### src/rtl/lmio_pkg.sv
package lmio_pkg;

  // One select line per decoded target
  typedef struct packed {
    logic zero;
    logic neg;
    logic pc;
    logic psw;
    logic txbuf;
    logic txstat;
    logic rxbuf;
    logic rxstat;
    logic ram;
  } lmio_hit_t;

  localparam logic [31:0] LMIO_UART_BASE = 32'h0800_0000;
  localparam logic [31:0] LMIO_RAM_BASE  = 32'h2000_0000;

endpackage

### src/rtl/lmio_rst_sync.sv
module lmio_rst_sync (
  input  logic clk,
  input  logic rst_n,
  output logic rst_n_sync
);
  logic [1:0] stage_q;

  always_ff @(posedge clk or negedge rst_n) begin
    if (!rst_n) stage_q <= 2'b00;
    else        stage_q <= {stage_q[0], 1'b1};
  end

  assign rst_n_sync = stage_q[1];
endmodule

### src/rtl/lmio_addr_decode.sv
module lmio_addr_decode
  import lmio_pkg::*;
#(
  parameter int unsigned         ADDR_W    = 32,
  parameter logic [ADDR_W-1:0]   UART_BASE = ADDR_W'(LMIO_UART_BASE),
  parameter logic [ADDR_W-1:0]   RAM_BASE  = ADDR_W'(LMIO_RAM_BASE)
) (
  input  logic              sel,
  input  logic [ADDR_W-1:0] addr,
  output lmio_hit_t         hit
);
  localparam int unsigned WORD_W = ADDR_W - 2;

  logic [WORD_W-1:0] word_idx;
  logic              in_ram;
  logic [1:0]        unused_lsb;

  assign word_idx   = addr[ADDR_W-1:2];
  assign unused_lsb = addr[1:0];
  assign in_ram     = (addr >= RAM_BASE);

  function automatic logic at(input logic [WORD_W-1:0] w,
                              input logic [ADDR_W-1:0] byte_addr);
    return w == byte_addr[ADDR_W-1:2];
  endfunction

  always_comb begin
    hit        = '0;
    hit.ram    = sel && in_ram;
    hit.zero   = sel && at(word_idx, ADDR_W'(0));
    hit.neg    = sel && at(word_idx, ADDR_W'(4));
    hit.pc     = sel && at(word_idx, ADDR_W'(8));
    hit.psw    = sel && at(word_idx, ADDR_W'(12));
    hit.txbuf  = sel && at(word_idx, UART_BASE);
    hit.txstat = sel && at(word_idx, UART_BASE + ADDR_W'(4));
    hit.rxbuf  = sel && at(word_idx, UART_BASE + ADDR_W'(8));
    hit.rxstat = sel && at(word_idx, UART_BASE + ADDR_W'(12));
  end
endmodule

### src/rtl/lmio_tx_slot.sv
module lmio_tx_slot #(
  parameter int unsigned BYTE_W = 8
) (
  input  logic              clk,
  input  logic              rst_n,
  input  logic              wr_req,
  input  logic [BYTE_W-1:0] wr_byte,
  output logic [BYTE_W-1:0] tx_data,
  output logic              tx_valid,
  input  logic              tx_ready
);
  logic              full_q, full_d;
  logic [BYTE_W-1:0] byte_q;
  logic              load_en;

  assign load_en = wr_req && !full_q;

  always_comb begin
    full_d = full_q;
    if (load_en)                full_d = 1'b1;
    else if (full_q && tx_ready) full_d = 1'b0;
  end

  always_ff @(posedge clk or negedge rst_n) begin
    if (!rst_n) full_q <= 1'b0;
    else        full_q <= full_d;
  end

  always_ff @(posedge clk or negedge rst_n) begin
    if (!rst_n)       byte_q <= '0;
    else if (load_en) byte_q <= wr_byte;
  end

  assign tx_valid = full_q;
  assign tx_data  = byte_q;
endmodule

### src/rtl/lmio_rx_slot.sv
module lmio_rx_slot #(
  parameter int unsigned BYTE_W = 8
) (
  input  logic              clk,
  input  logic              rst_n,
  input  logic [BYTE_W-1:0] rx_data,
  input  logic              rx_valid,
  output logic              rx_ready,
  input  logic              pop_req,
  output logic              held,
  output logic [BYTE_W-1:0] held_byte
);
  logic              full_q, full_d;
  logic [BYTE_W-1:0] byte_q;
  logic              take_en;

  assign take_en = rx_valid && !full_q;

  always_comb begin
    full_d = full_q;
    if (take_en)                full_d = 1'b1;
    else if (pop_req && full_q) full_d = 1'b0;
  end

  always_ff @(posedge clk or negedge rst_n) begin
    if (!rst_n) full_q <= 1'b0;
    else        full_q <= full_d;
  end

  always_ff @(posedge clk or negedge rst_n) begin
    if (!rst_n)       byte_q <= '0;
    else if (take_en) byte_q <= rx_data;
  end

  assign rx_ready  = !full_q;
  assign held      = full_q;
  assign held_byte = full_q ? byte_q : '0;
endmodule

### src/rtl/lowmem_io_decoder.sv
module lowmem_io_decoder
  import lmio_pkg::*;
#(
  parameter int unsigned       ADDR_W    = 32,
  parameter int unsigned       DATA_W    = 32,
  parameter int unsigned       BYTE_W    = 8,
  parameter logic [ADDR_W-1:0] UART_BASE = ADDR_W'(LMIO_UART_BASE),
  parameter logic [ADDR_W-1:0] RAM_BASE  = ADDR_W'(LMIO_RAM_BASE)
) (
  input  logic              clk,
  input  logic              rst_n,
  input  logic              bus_sel,
  input  logic              bus_we,
  input  logic [ADDR_W-1:0] bus_addr,
  input  logic [DATA_W-1:0] bus_wdata,
  output logic [DATA_W-1:0] bus_rdata,
  output logic              ram_sel,
  input  logic [DATA_W-1:0] thread_pc,
  input  logic [DATA_W-1:0] thread_psw,
  output logic [BYTE_W-1:0] tx_data,
  output logic              tx_valid,
  input  logic              tx_ready,
  input  logic [BYTE_W-1:0] rx_data,
  input  logic              rx_valid,
  output logic              rx_ready
);
  localparam logic [DATA_W-1:0] NEG_WORD = {1'b1, {(DATA_W-1){1'b0}}};

  logic              rst_n_sync;
  lmio_hit_t         hit;
  logic              rd_en, wr_en;
  logic              rx_held;
  logic [BYTE_W-1:0] rx_byte;
  logic [DATA_W-BYTE_W-1:0] unused_wdata_hi;

  assign rd_en           = bus_sel && !bus_we;
  assign wr_en           = bus_sel &&  bus_we;
  assign unused_wdata_hi = bus_wdata[DATA_W-1:BYTE_W];

  lmio_rst_sync u_rst (
    .clk        (clk),
    .rst_n      (rst_n),
    .rst_n_sync (rst_n_sync)
  );

  lmio_addr_decode #(
    .ADDR_W    (ADDR_W),
    .UART_BASE (UART_BASE),
    .RAM_BASE  (RAM_BASE)
  ) u_dec (
    .sel  (bus_sel),
    .addr (bus_addr),
    .hit  (hit)
  );

  lmio_tx_slot #(.BYTE_W(BYTE_W)) u_tx (
    .clk      (clk),
    .rst_n    (rst_n_sync),
    .wr_req   (wr_en && hit.txbuf),
    .wr_byte  (bus_wdata[BYTE_W-1:0]),
    .tx_data  (tx_data),
    .tx_valid (tx_valid),
    .tx_ready (tx_ready)
  );

  lmio_rx_slot #(.BYTE_W(BYTE_W)) u_rx (
    .clk       (clk),
    .rst_n     (rst_n_sync),
    .rx_data   (rx_data),
    .rx_valid  (rx_valid),
    .rx_ready  (rx_ready),
    .pop_req   (rd_en && hit.rxbuf),
    .held      (rx_held),
    .held_byte (rx_byte)
  );

  // Read mux; constant words ignore writes since nothing stores them
  always_comb begin
    bus_rdata = '0;
    if (rd_en) begin
      if (hit.neg)         bus_rdata = NEG_WORD;
      else if (hit.pc)     bus_rdata = thread_pc;
      else if (hit.psw)    bus_rdata = thread_psw;
      else if (hit.txstat) bus_rdata = DATA_W'(!tx_valid);
      else if (hit.rxbuf)  bus_rdata = DATA_W'(rx_byte);
      else if (hit.rxstat) bus_rdata = DATA_W'(rx_held);
    end
  end

  assign ram_sel = hit.ram;
endmodule

### config.mk
export PLATFORM = sky130hd
export DESIGN_NAME = lowmem_io_decoder
export DESIGN_NICKNAME = d
export VERILOG_FILES = /design/src/rtl/lmio_pkg.sv /design/src/rtl/lmio_rst_sync.sv /design/src/rtl/lmio_addr_decode.sv /design/src/rtl/lmio_tx_slot.sv /design/src/rtl/lmio_rx_slot.sv /design/src/rtl/lowmem_io_decoder.sv
export SDC_FILE = /design/constraint.sdc
export NUM_CORES = 1
export LEC_CHECK = 0
export ABC_CLOCK_PERIOD_IN_PS = 1700
export BUFFER_PORTS_ARGS = -buffer_cell sky130_fd_sc_hd__buf_2
export CORE_MARGIN = 8
export CORE_UTILIZATION = 30
export CTS_BUF_LIST = sky130_fd_sc_hd__clkbuf_8 sky130_fd_sc_hd__clkbuf_16
export CTS_CLUSTER_DIAMETER = 80
export CTS_CLUSTER_SIZE = 16
export DETAILED_ROUTE_END_ITERATION = 8
export PLACE_DENSITY = 0.81
export SETUP_SLACK_MARGIN = 0.05
export SYNTH_ARGS = -nofsm -noshare
export SYNTH_HDL_FRONTEND = slang
export SYNTH_SLANG_ARGS = --single-unit
export TNS_END_PERCENT = 10
### constraint.sdc
create_clock -name clk -period 1.7 [get_ports clk]
set_input_delay 0.255 -clock clk [delete_from_list [all_inputs] [get_ports clk]]
set_output_delay 0.255 -clock clk [all_outputs]
set_load 0.005 [all_outputs]
# == After elaboration in Yosys (flattened, before gate mapping) ==
# Index checks and enable logic that the tools add are counted.
# totals
word_cells,46
input_bits,142
out_inout_bits,43
reg_bits,20
# classes
magnitude_cmp,1
eq_ne,7
reduce_logical,21
muxes,12
# op_table
cell,count
2-to-1 mux 32 bit,4
== test 30 x 26 -> 1 bit (second input constant),4
== test 30 x 2 -> 1 bit (second input constant),2
greater-or-equal comparator 32 x 30 -> 1 bit (second input constant),1
== test 30 x 1 -> 1 bit (second input constant),1
2-to-1 mux 8 bit,3
logical AND 1 bit,16
2-to-1 mux 1 bit,5
nonzero test 2 bit,2
zero test 1 bit,3

# == Longest topological paths before layout ==
# depth
depth_word,9
ltp_mapped,6
depth_no_buf,4

# == By module ==
# A second synthesis with hierarchy kept.
# unflattened
cells_unflattened,167
area_unflattened_um2,1642.8
# modules_own_cells
mod,area_each_um2,n_inst,cells_per_inst,seq_area_each_um2
lowmem_io_decoder,539.3,1,87,0.0
lmio_rx_slot,436.7,1,29,225.2
lmio_tx_slot,374.1,1,21,225.2
lmio_addr_decode,239.0,1,27,0.0
lmio_rst_sync,53.8,1,3,50.0

# == Worst setup path before layout ==
# OpenSTA, ideal clock, no wires.
# synth_path
path_type,input port to output port
from,input bus_addr[17]
to,output bus_rdata[1]
arrival_ns,1.564
path_slack_ns,-0.119
required_time_ns,1.445
path_stages,5
n_path_buf,1
path_cell_list,nor4_1 > nand4_1 > or4_1 > clkbuf_2 > o211a_1
# synth_between
elab_chain_len,8
word_cells_on_any_way,16
classes_between,5 x eq/ne; 6 x mux; 5 x reduce/logical
# synth_lines
item,line,source
start: declaration,lowmem_io_decoder.sv:14,"input logic [ADDR_W-1:0] bus_addr,"
== test 30 x 26 -> 1 bit,lmio_addr_decode.sv:24,return w == byte_addr[ADDR_W-1:2];
logical AND 1 bit,lmio_addr_decode.sv:36,"hit.rxbuf = sel && at(word_idx, UART_BASE + ADDR_W'(8));"
2-to-1 mux 8 bit,lowmem_io_decoder.sv:85,else if (hit.rxbuf) bus_rdata = DATA_W'(rx_byte);
2-to-1 mux 8 bit,lowmem_io_decoder.sv:84,else if (hit.txstat) bus_rdata = DATA_W'(!tx_valid);
2-to-1 mux 32 bit,lowmem_io_decoder.sv:83,else if (hit.psw) bus_rdata = thread_psw;
2-to-1 mux 32 bit,lowmem_io_decoder.sv:82,else if (hit.pc) bus_rdata = thread_pc;
2-to-1 mux 32 bit (*),lowmem_io_decoder.sv:81,if (hit.neg) bus_rdata = NEG_WORD;
2-to-1 mux 32 bit (*),lowmem_io_decoder.sv:80,if (rd_en) begin
end: declaration,lowmem_io_decoder.sv:16,"output logic [DATA_W-1:0] bus_rdata,"
# Every way passes the cells marked *; elsewhere a longest branch is shown, timed or not.

# == Worst setup path after layout ==
# layout_path
from,input bus_addr[4]
to,output bus_rdata[6]
# The elaborated chain is that of the path after synthesis.

==> impl_metrics.yaml <==
floorplanning:
  ioPinCount: 185
  start_util_pct: 31.37
  num_rows: 25
  fp.dieArea_um2: 7525
  die_w_um: 86.75
  coreArea_um2: 4786
  die_y_um: 86.75
yosys:
  syn_nets: 304
  synthCells: 162
  synth_area_um2: 1501
  syn_area_per_cell_um2: 9.268
  seq_area_frac_synth_pct: 33.33
  yosysWarnings: 0
  ys_types: 29
  ys_ff_latch: 20
finish:
  finish.utilization_pct: 57.07
  drive_gt1_share_pct: 68.60
  area_growth_pct: 81.92
  antenna_cells: 0
  final_area_um2: 2731
  final_nets: 471
sta:
  setup-tns-final_ns: -8.182
  fin_crit_ns: 2.068
  fin_ws_ns: -0.3676
  rsz0062_at_grt: "yes"
  report.final.slew_viol_count: 0
  hold_viol_final: 0
  finalSetupViolCount: 32
  fin_skew_ns: 0.005538
  timing.fmax_mhz: 483.7
  fin_crit_sh_pct: 121.6
global_routing:
  grtUsageTotal_pct: 16.33
  antenna_found_initial: 0
  grt_overflow: 0
  grt_max_degree: 24
  grt_pass1_wl_um: 9998
  first_global_vias: 2058
critical_path:
  worst-setup-path-type: "in -> out"
  worstPathMaxFanout: 7
  worstPathArrival_ns: 1.81
  startpoint: "bus_addr[4]"
  crit_required_ns: 1.44
  regToRegEndpoint: "u_tx.tx_data[2]$_DFFE_PN0P_"
  r2r_setup_slack_ns: 0.16
  r2r.worst_path.cells: 5
  crit_path_end_kind: "primary output"
  reg2reg_from: "u_tx.tx_valid$_DFFE_PN0P_"
  startpoint_type: "input port"
  crit_path_end: "bus_rdata[6]"
routing:
  drtIter0Drc: 29
  vias: 1924
  drc: 0
  ant_nets: 0
  via_per_inst: 4.871
  totalWireLength_um: 6693
  drt_pass1_iterations: 4
  wl_per_cell_um: 16.94
clock_tree:
  clock_latency_ns: 0.26
  clk_path_buf_depth: 2
  cts_tree: "done"
  cts_buffers: 3
  h-tree-depth: 1
  cts_root_buf: "clkbuf_8"
  clk_pin_slew_worst_paths_ns: 0.08
  clock-sinks: 20
run_status:
  outcome: "finished with violations"
  violations: "negative setup slack"
placed_design:
  place_area_um2: 2424
  port_buffers: 158
  gp_congestion: 0.8709
  dpl.hpwl_um: 5387
  place_ws_ns: -0.4883
flow_run:
  cap_violations: 0
power:
  p_per_area_nw_per_um2: 440.2
  peakVddDrop_uv: 372.8
  power_mw: 1.202
  p_leak_nw: 1.520
worst_hold_path:
  hold_class: "reg -> async"
## where the power goes
group          switching (mW)  leakage (nW)  internal, mW  total [mW]
Clock                   0.155        0.0288         0.206       0.361
Sequential             0.0163         0.257         0.500       0.516
Combinational           0.141          1.23         0.184       0.325
Total                   0.312          1.52         0.891        1.20
## layer usage
| metal | vias to the layer above | routed length, um | track usage (%) |
|---|---|---|---|
| li1 | 927 | - | - |
| met1 | 885 | 2480 | 17.64 |
| met2 | 105 | 3381 | 29.51 |
| met3 | 7 | 777 | 5.766 |
| met4 | 0 | 53 | 3.756 |
| met5 | - | 0 | 0 |
## worst min-delay path by stage
stage	slack, ns	cells after the start	end	from
after detailed placement	0.05	1	u_rst.stage_q[1]$_DFF_PN0_	rst_n
final	0.15	0	u_tx.tx_data[1]$_DFFE_PN0P_	u_rst.stage_q[1]$_DFF_PN0_
after floorplan	-0.04	0	u_rst.stage_q[0]$_DFF_PN0_	rst_n
after CTS	0.17	0	u_tx.tx_data[2]$_DFFE_PN0P_	u_rst.stage_q[1]$_DFF_PN0_
after global placement	0.04	1	u_rst.stage_q[0]$_DFF_PN0_	rst_n
after global routing	0.20	0	u_tx.tx_data[2]$_DFFE_PN0P_	u_rst.stage_q[1]$_DFF_PN0_
## final cells by class
type | count | area [um^2]
fill | 454 | 2054
multi-input combinational | 126 | 1092
timing repair buffer | 176 | 992.2
sequential | 20 | 500.5
tap | 67 | 83.83
clock buffer | 4 | 55.05
inverter | 2 | 7.507
## layout by cell type (no fill, tap or decap), types with 8 or more instances in the layout
cell type  count
buf_2        151
mux2i_1       23
dfrtp_1       20
nor3_2        19
mux2_2        17
buf_4         14
nand2_1       11
nor2b_1       10
buf_6          9
o21ai_0        8
## cells in the mapped netlist
master / n / area share, %
o21ai_0: 8 / 2.7
a21o_1: 1 / 0.50
conb_1: 1 / 0.25
nor2_1: 2 / 0.50
nand2_1: 11 / 2.8
nor4_1: 5 / 2.1
a311oi_1: 1 / 0.58
inv_1: 2 / 0.50
a21oi_1: 2 / 0.67
mux2_2: 17 / 13
buf_2: 3 / 1.0
nand3_1: 2 / 0.67
buf_1: 1 / 0.25
nor3_1: 26 / 8.7
o211a_1: 7 / 4.7
or3_1: 1 / 0.42
o22a_1: 1 / 0.58
nor4b_1: 2 / 1.2
mux2i_1: 23 / 15
buf_6: 2 / 1.5
nor3_2: 1 / 0.67
or4_1: 1 / 0.50
nand2b_1: 1 / 0.42
clkbuf_2: 1 / 0.33
dfrtp_1: 20 / 33
clkbuf_1: 7 / 1.8
nor2b_1: 10 / 4.2
nand3b_1: 1 / 0.50
nand4_1: 2 / 0.83
## registers in the layout, summed over array words and instances (netlist names)
register and flops:
u_rx.held 1, u_rx.byte_q 8, u_tx.tx_valid 1, u_tx.tx_data 8, u_rst.stage_q 2
## per-stage QoR
step | cells | hold slack, ns
floorplan | 162 | -0.04059
global placement | 389 | 0.04059
detailed placement | 389 | 0.04519
CTS | 395 | 0.1687
global route | 395 | 0.2028
finish | 395 | 0.1510
## what timing repair did
action	CTS	global route
endpoints found under the setup margin	32	40
endpoints found under the hold margin	2	0
hold buffers	1	0
setup buffers	1	0
pin swaps	9	16
resized for setup	10	33
## critical path, cell delays in order
cell	delay (ns)
buf_6	0.10
nor4b_4	0.26
nand4_1	0.17
buf_4	0.18
or4_4	0.48
o211a_1	0.26
buf_2	0.12
## cells by family (layout without fill, tap and decap cells)
kind of cell           Yosys count  after routing  synth area share [%]
AOI/OAI and AO/OA               20             20                 9.667
buffers and inverters           16            182                 5.333
DFF                             20             20                 33.33
muxes                           40             40                 28.08
other                            1              1                0.2498
and+or+nand+nor                 65             65                 23.33
Power figures use the tool's default switching activity.
